==> src/rtl/osb_pkg.sv <==
package osb_pkg;
  localparam int LANE_W = 8;
  localparam int BUS_W  = 2 * LANE_W;

  typedef enum logic [1:0] {
    ST_IDLE   = 2'd0,
    ST_FIRST  = 2'd1,
    ST_SECOND = 2'd2
  } osb_state_e;

  // lane enables (active low, bit1 = high lane) for one bus cycle
  function automatic logic [1:0] lane_enables(input logic is_word, input logic odd,
                                              input logic second);
    if (!is_word)   return odd ? 2'b01 : 2'b10;
    else if (!odd)  return 2'b00;
    else            return second ? 2'b10 : 2'b01;
  endfunction

  // place write bytes onto the enabled lanes, zero elsewhere
  function automatic logic [BUS_W-1:0] place_write(input logic [1:0] be_n,
                                                   input logic [BUS_W-1:0] wd,
                                                   input logic second);
    logic [LANE_W-1:0] pick;
    pick = second ? wd[BUS_W-1:LANE_W] : wd[LANE_W-1:0];
    case (be_n)
      2'b00:   return wd;
      2'b01:   return {pick, {LANE_W{1'b0}}};
      2'b10:   return {{LANE_W{1'b0}}, pick};
      default: return '0;
    endcase
  endfunction

  // pull the single enabled byte out of the bus
  function automatic logic [LANE_W-1:0] pick_lane(input logic [1:0] be_n,
                                                  input logic [BUS_W-1:0] rd);
    return (be_n == 2'b01) ? rd[BUS_W-1:LANE_W] : rd[LANE_W-1:0];
  endfunction

  // assemble the core-side read result at the final bus cycle
  function automatic logic [BUS_W-1:0] assemble_read(input logic is_word, input logic odd,
                                                     input logic [1:0] be_n,
                                                     input logic [BUS_W-1:0] rd,
                                                     input logic [LANE_W-1:0] kept);
    if (is_word && !odd) return rd;
    if (is_word)         return {pick_lane(be_n, rd), kept};
    return {{LANE_W{1'b0}}, pick_lane(be_n, rd)};
  endfunction
endpackage

==> src/rtl/osb_ctrl.sv <==
module osb_ctrl
  import osb_pkg::*;
#(
  parameter int ADDR_W = 20
) (
  input  logic              clk,
  input  logic              rst_n,
  input  logic              req_valid,
  input  logic [ADDR_W-1:0] req_addr,
  input  logic              req_word,
  input  logic              req_write,
  input  logic [BUS_W-1:0]  req_wdata,
  output osb_state_e        st,
  output logic [ADDR_W-1:0] q_addr,
  output logic              q_word,
  output logic              q_write,
  output logic [BUS_W-1:0]  q_wdata,
  output logic              final_cyc,
  output logic              done
);
  logic split;
  logic accept;

  assign split     = q_word & q_addr[0];
  assign accept    = (st == ST_IDLE) & req_valid;
  assign final_cyc = ((st == ST_FIRST) & ~split) | (st == ST_SECOND);

  always_ff @(posedge clk) begin
    if (!rst_n) begin
      st      <= ST_IDLE;
      done    <= 1'b0;
      q_addr  <= '0;
      q_word  <= 1'b0;
      q_write <= 1'b0;
      q_wdata <= '0;
    end else begin
      done <= final_cyc;
      case (st)
        ST_IDLE: if (accept) begin
          q_addr  <= req_addr;
          q_word  <= req_word;
          q_write <= req_write;
          q_wdata <= req_wdata;
          st      <= ST_FIRST;
        end
        ST_FIRST:  st <= split ? ST_SECOND : ST_IDLE;
        ST_SECOND: st <= ST_IDLE;
        default:   st <= ST_IDLE;
      endcase
    end
  end

  // completion flag never lasts two clocks
  p_done_single_r7: assert property (@(posedge clk) disable iff (!rst_n)
    done |=> !done);
  // the second cycle is only ever reached from the first
  p_second_after_first_r5: assert property (@(posedge clk) disable iff (!rst_n)
    (st == ST_SECOND) |-> ($past(st) == ST_FIRST));
  // a latched request is not disturbed while busy
  p_busy_holds_request_r8: assert property (@(posedge clk) disable iff (!rst_n)
    (st != ST_IDLE) |=> ($stable(q_addr) && $stable(q_wdata) && $stable(q_word)));
endmodule

==> src/rtl/osb_steer.sv <==
module osb_steer
  import osb_pkg::*;
#(
  parameter int ADDR_W = 20
) (
  input  logic              clk,
  input  logic              rst_n,
  input  osb_state_e        st,
  input  logic [ADDR_W-1:0] q_addr,
  input  logic              q_word,
  input  logic              q_write,
  input  logic [BUS_W-1:0]  q_wdata,
  output logic [ADDR_W-2:0] bus_addr,
  output logic [1:0]        bus_be_n,
  output logic              bus_we,
  output logic [BUS_W-1:0]  bus_wdata
);
  localparam int WA_W = ADDR_W - 1;

  logic active;
  logic second;

  assign active    = (st != ST_IDLE);
  assign second    = (st == ST_SECOND);
  assign bus_be_n  = active ? lane_enables(q_word, q_addr[0], second) : 2'b11;
  assign bus_addr  = q_addr[ADDR_W-1:1] + {{(WA_W-1){1'b0}}, second};
  assign bus_we    = active & q_write;
  assign bus_wdata = bus_we ? place_write(bus_be_n, q_wdata, second) : '0;

  // second cycle of a split moves to the next bus word
  p_addr_step_r6: assert property (@(posedge clk) disable iff (!rst_n)
    (st == ST_SECOND) |-> (bus_addr == $past(bus_addr) + 1'b1));
  // split order is high lane first, then low lane
  p_lane_order_r5: assert property (@(posedge clk) disable iff (!rst_n)
    (st == ST_SECOND) |-> (bus_be_n == 2'b10 && $past(bus_be_n) == 2'b01));
  // no lane enabled and no strobe while idle
  p_idle_quiet_r1: assert property (@(posedge clk) disable iff (!rst_n)
    (st == ST_IDLE) |-> (bus_be_n == 2'b11 && !bus_we));
  // the disabled lane carries zeros during a low-lane write
  p_unused_lane_zero_r9: assert property (@(posedge clk) disable iff (!rst_n)
    (bus_we && bus_be_n == 2'b10) |-> (bus_wdata[BUS_W-1:LANE_W] == '0));
endmodule

==> src/rtl/osb_gather.sv <==
module osb_gather
  import osb_pkg::*;
(
  input  logic             clk,
  input  logic             rst_n,
  input  osb_state_e       st,
  input  logic             q_odd,
  input  logic             q_word,
  input  logic             q_write,
  input  logic             final_cyc,
  input  logic [1:0]       bus_be_n,
  input  logic [BUS_W-1:0] bus_rdata,
  output logic [BUS_W-1:0] rdata
);
  logic [LANE_W-1:0] kept_lo;
  logic              keep_now;
  logic              load_now;

  assign keep_now = (st == ST_FIRST) & q_word & q_odd & ~q_write;
  assign load_now = final_cyc & ~q_write;

  always_ff @(posedge clk) begin
    if (!rst_n) begin
      kept_lo <= '0;
      rdata   <= '0;
    end else begin
      if (keep_now) kept_lo <= pick_lane(bus_be_n, bus_rdata);
      if (load_now) rdata   <= assemble_read(q_word, q_odd, bus_be_n, bus_rdata, kept_lo);
    end
  end

  // a byte read leaves the upper result half cleared
  p_byte_upper_zero_r3: assert property (@(posedge clk) disable iff (!rst_n)
    (load_now && !q_word) |=> (rdata[BUS_W-1:LANE_W] == '0));
endmodule

==> src/rtl/odd_split_bus_seq.sv <==
module odd_split_bus_seq
  import osb_pkg::*;
#(
  parameter int ADDR_W = 20
) (
  input  logic              clk,
  input  logic              rst_n,
  input  logic              req_valid,
  input  logic [ADDR_W-1:0] req_addr,
  input  logic              req_word,
  input  logic              req_write,
  input  logic [15:0]       req_wdata,
  output logic              req_ready,
  output logic [ADDR_W-2:0] bus_addr,
  output logic [1:0]        bus_be_n,
  output logic              bus_we,
  output logic [15:0]       bus_wdata,
  input  logic [15:0]       bus_rdata,
  output logic              done,
  output logic [15:0]       rdata
);
  osb_state_e        st;
  logic [ADDR_W-1:0] q_addr;
  logic              q_word;
  logic              q_write;
  logic [BUS_W-1:0]  q_wdata;
  logic              final_cyc;

  assign req_ready = (st == ST_IDLE);

  osb_ctrl #(.ADDR_W(ADDR_W)) u_ctrl (
    .clk(clk), .rst_n(rst_n), .req_valid(req_valid), .req_addr(req_addr),
    .req_word(req_word), .req_write(req_write), .req_wdata(req_wdata),
    .st(st), .q_addr(q_addr), .q_word(q_word), .q_write(q_write),
    .q_wdata(q_wdata), .final_cyc(final_cyc), .done(done)
  );

  osb_steer #(.ADDR_W(ADDR_W)) u_steer (
    .clk(clk), .rst_n(rst_n), .st(st), .q_addr(q_addr), .q_word(q_word),
    .q_write(q_write), .q_wdata(q_wdata), .bus_addr(bus_addr),
    .bus_be_n(bus_be_n), .bus_we(bus_we), .bus_wdata(bus_wdata)
  );

  osb_gather u_gather (
    .clk(clk), .rst_n(rst_n), .st(st), .q_odd(q_addr[0]), .q_word(q_word),
    .q_write(q_write), .final_cyc(final_cyc), .bus_be_n(bus_be_n),
    .bus_rdata(bus_rdata), .rdata(rdata)
  );

  // result register only moves on the edge that raises done
  p_rdata_hold_r7: assert property (@(posedge clk) disable iff (!rst_n)
    !done |-> $stable(rdata));
  // no new request is taken while busy
  p_ready_only_idle_r8: assert property (@(posedge clk) disable iff (!rst_n)
    (!req_ready) |-> (bus_be_n != 2'b11));
endmodule

==> config.mk <==
export PLATFORM = sky130hd
export DESIGN_NAME = odd_split_bus_seq
export DESIGN_NICKNAME = d
export VERILOG_FILES = /design/src/rtl/osb_pkg.sv /design/src/rtl/osb_ctrl.sv /design/src/rtl/osb_steer.sv /design/src/rtl/osb_gather.sv /design/src/rtl/odd_split_bus_seq.sv
export SDC_FILE = /design/constraint.sdc
export NUM_CORES = 1
export LEC_CHECK = 0
export BUFFER_PORTS_ARGS = -buffer_cell sky130_fd_sc_hd__buf_2
export CAP_MARGIN = 20
export CORE_AREA = 4 4 75 95
export CTS_BUF_LIST = sky130_fd_sc_hd__clkbuf_4 sky130_fd_sc_hd__clkbuf_8
export CTS_CLUSTER_SIZE = 30
export DETAILED_ROUTE_END_ITERATION = 10
export DIE_AREA = 0 0 79 99
export PLACE_DENSITY = 0.89
export SKIP_CTS_REPAIR_TIMING = 1
export SYNTH_ARGS = -nofsm -noshare
export SYNTH_HDL_FRONTEND = slang
export SYNTH_SLANG_ARGS = --single-unit
==> constraint.sdc <==
create_clock -name clk -period 3.41 [get_ports clk]
set_input_delay 0.5115 -clock clk [delete_from_list [all_inputs] [get_ports clk]]
set_output_delay 0.5115 -clock clk [all_outputs]
set_load 0.02 [all_outputs]
==> impl_metrics.json <==
{
  "ff2ff_setup_slack_ns": 1.26,
  "dieArea_sq_mm": 0.00782,
  "min_to": "u_ctrl.q_wdata[8]",
  "fp.dieH_um": 99,
  "wl_um": 9110,
  "powerDensity_mw_per_mm2": 411,
  "cts.clk_slew.worst_paths_ns": 0.08,
  "ys_warn_count": 0,
  "fmax_mhz": 336,
  "finalPower_mw": 1.71,
  "power.internal_mw": 1.22,
  "worstPathMaxFanout": 15,
  "slowest_delay_ns": 0.46,
  "vias": 3295,
  "syn_inst": 406,
  "diodes": 0,
  "skew_ns": 0.0132,
  "critPathCaptureType": "output pin",
  "reg2reg_from": "u_ctrl.st[0]",
  "drt_iter0_drc": 158,
  "r2r.worst_path.cells": 5,
  "maxCapViolCount": 0,
  "utilization_pct": 67.6,
  "area_growth_syn_to_layout_pct": 22.2,
  "switching_share_pct": 28.6,
  "power_switching_uw": 490,
  "row_count": 32,
  "ys_ff_latch": 65,
  "antenna_found_initial": 0,
  "synth_cell_types": 45,
  "min_delay_path_depth": 3,
  "setup_viol": 0,
  "pwr-share-comb_pct": 14.3,
  "setup_ws_ns": 0.430,
  "design.core.area_sq_mm": 0.00617,
  "worstMarginPinSlew_ns": 0.845,
  "grt.total_usage_pct": 23.0,
  "cts_num_sinks": 65,
  "dp_hpwl_um": 6540,
  "p_seq_share_pct": 48.5,
  "route.detailed.drc": 0,
  "critical_path.cell_chain": "and2b_4 -> and2_1 -> ha_1 -> nand2_1 -> nor4_1 -> buf_4 -> nand4_1 -> xnor2_1 -> buf_2",
  "p_leak_nw": 1.93,
  "vias_per_cell": 5.54,
  "hp-class": "in -> reg",
  "status": "finished clean",
  "cts_htree_levels": 3,
  "place_ws_ns": 0.799,
  "grt_max_degree": 37,
  "min_from": "req_wdata[8]",
  "die_w_um": 79,
  "clockBufferDepth": 2,
  "synth_fp_nets": 464,
  "peakVddDrop_uv": 416,
  "hold_viol_final": 0,
  "nets": 564,
  "detail_route.first_pass.iterations": 4,
  "io_buffers": 112,
  "grt_pass1_vias": 3102,
  "start_util_pct": 55.3,
  "startpoint_type": "flop",
  "ys_seq_area_share_pct": 38.2,
  "hold_slack_ns": 0.389,
  "path_class": "reg -> out",
  "synthesis.area_per_instance_sq_um": 8.40,
  "arrival_ns": 2.47,
  "ios": 113,
  "ys.flop_type": "dfxtp_1",
  "gp_congestion": 0.833,
  "synth_area_sq_mm": 0.00341,
  "worstReg2RegEnd": "u_gather.rdata[11]",
  "post-route-min-period_ns": 2.98,
  "tritoncts": "yes",
  "n_fill_cell": 541,
  "period_share_pct": 87.4,
  "grt_pass1_wl_um": 14400,
  "slew_headroom_pct": 43.7,
  "avgRoutedWirePerCell_um": 15.3,
  "synth-edff-count": 0,
  "final_cell_mix": "112 x buf_2, 86 x nand2_1, 65 x dfxtp_1",
  "ctsRootBufferMaster": "clkbuf_8",
  "fin_tns_setup_ns": 0,
  "rsz0062_at_grt": "no",
  "cts_made_buffers": 9,
  "crit_required_ns": 2.90,
  "cp_slowest_cell": "dfxtp_1",
  "grt-ovfl-total": 0,
  "drive_gt1_share_pct": 31.6,
  "clkLatencyLatePin_ns": 0.35,
  "async_reset_ff_share_pct": 0,
  "drv_slew": 0,
  "final_common_cell": "buf_2",
  "ant_nets": 0,
  "clockPowerShare_pct": 37.2
}
kinds of logic (layout without fill, tap and decap cells):
group	after synthesis	after routing	share of synthesized area [%]
fa+ha+maj	1	1	0.367
simple gates	135	135	18.8
xor+xnor	18	18	4.62
flops	65	65	38.2
compound gates	120	120	23.4
buf+inv	35	139	4.95
mux	32	32	9.68
sequential cells by signal, summed over array words and instances, names as in the netlist:
name and count:
u_gather.kept_lo 8, u_ctrl.done 1, u_ctrl.q_wdata 16, u_ctrl.q_addr 20, u_ctrl.st 2, u_gather.rdata 16, u_ctrl.q_write 1, u_ctrl.q_word 1
stage by stage:
| stage | area [sq um] | cells |
|---|---|---|
| after detailed placement | 3980 | 580 |
| after global routing | 4170 | 595 |
| after CTS | 4170 | 595 |
| after floorplan | 3410 | 406 |
| final | 4170 | 595 |
| after global placement | 3980 | 580 |
synthesized netlist by cell type (2+ instances only):
cell type  number  share of area [%]
xor2_1          7                1.8
nand3_1         6               0.88
a21oi_1        55                8.1
and2_1          2               0.37
mux2_2          8                2.6
o21ai_0        27                4.0
buf_6           2               0.66
xnor2_1        11                2.8
nor2b_1         4               0.73
nor2_1          7               0.77
buf_4           3               0.66
a22o_1         16                4.1
nand4b_1        2               0.51
and3_1          2               0.37
mux2i_1        24                7.0
a2111oi_2       8                3.5
buf_2           9                1.3
or4_1           8                1.8
a31o_1          8                2.1
inv_1           4               0.44
nand2_1        86                9.5
clkbuf_1       15                1.7
nand4_1         4               0.73
buf_1           2               0.22
dfxtp_1        65                 38
nor3_1          2               0.29
cell type report:
| class | instances | area (sq um) | share of cell area, % |
|---|---|---|---|
| Multi-Input combinational cell | 306 | 1940 | 46.6 |
| Sequential cell | 65 | 1300 | 31.2 |
| Timing Repair Buffer | 120 | 621 | 14.9 |
| Clock buffer | 9 | 124 | 2.97 |
| Tap cell | 85 | 106 | 2.55 |
| Clock inverter | 6 | 60.1 | 1.44 |
| Inverter | 4 | 15.0 | 0.360 |
power groups by stage:
stage | Clock [mW] | Sequential, mW | Combinational (mW)
global placement | 0 | 0.845 | 0.237
finish | 0.636 | 0.830 | 0.245
detailed placement | 0 | 0.847 | 0.245
global route | 0.680 | 0.835 | 0.268
floorplan | 0 | 0.843 | 0.160
CTS | 0.643 | 0.830 | 0.246
routing by layer:
layer  GRT usage, %  part of all wire (%)  vias up
met4           9.66                   1.5        0
met5              0                     0        -
met1           26.5                    42     1539
met2           40.7                    51      107
met3           4.75                   5.7       10
li1               -                     -     1639
worst max-delay path by stage:
stage,to,slack (ns),depth (start not counted),startpoint
final,bus_addr[14],0.43,9,u_ctrl.st[0]
after global routing,bus_addr[16],0.26,9,u_ctrl.st[1]
after CTS,bus_addr[14],0.41,9,u_ctrl.st[0]
after detailed placement,bus_addr[14],0.80,9,u_ctrl.st[0]
after global placement,bus_addr[14],0.88,9,u_ctrl.st[0]
after floorplan,bus_addr[14],0.88,8,u_ctrl.st[1]
critical path, delay by kind of cell, from the launching register on:
kind	cells	cell delay [ns]
XOR/XNOR	1	0.14
adder cells (fa/ha/maj)	1	0.20
buffers and inverters	2	0.36
flip-flops	1	0.46
AND/OR/NAND/NOR	5	0.97
Note: power is estimated with default switching activity, not from simulation.
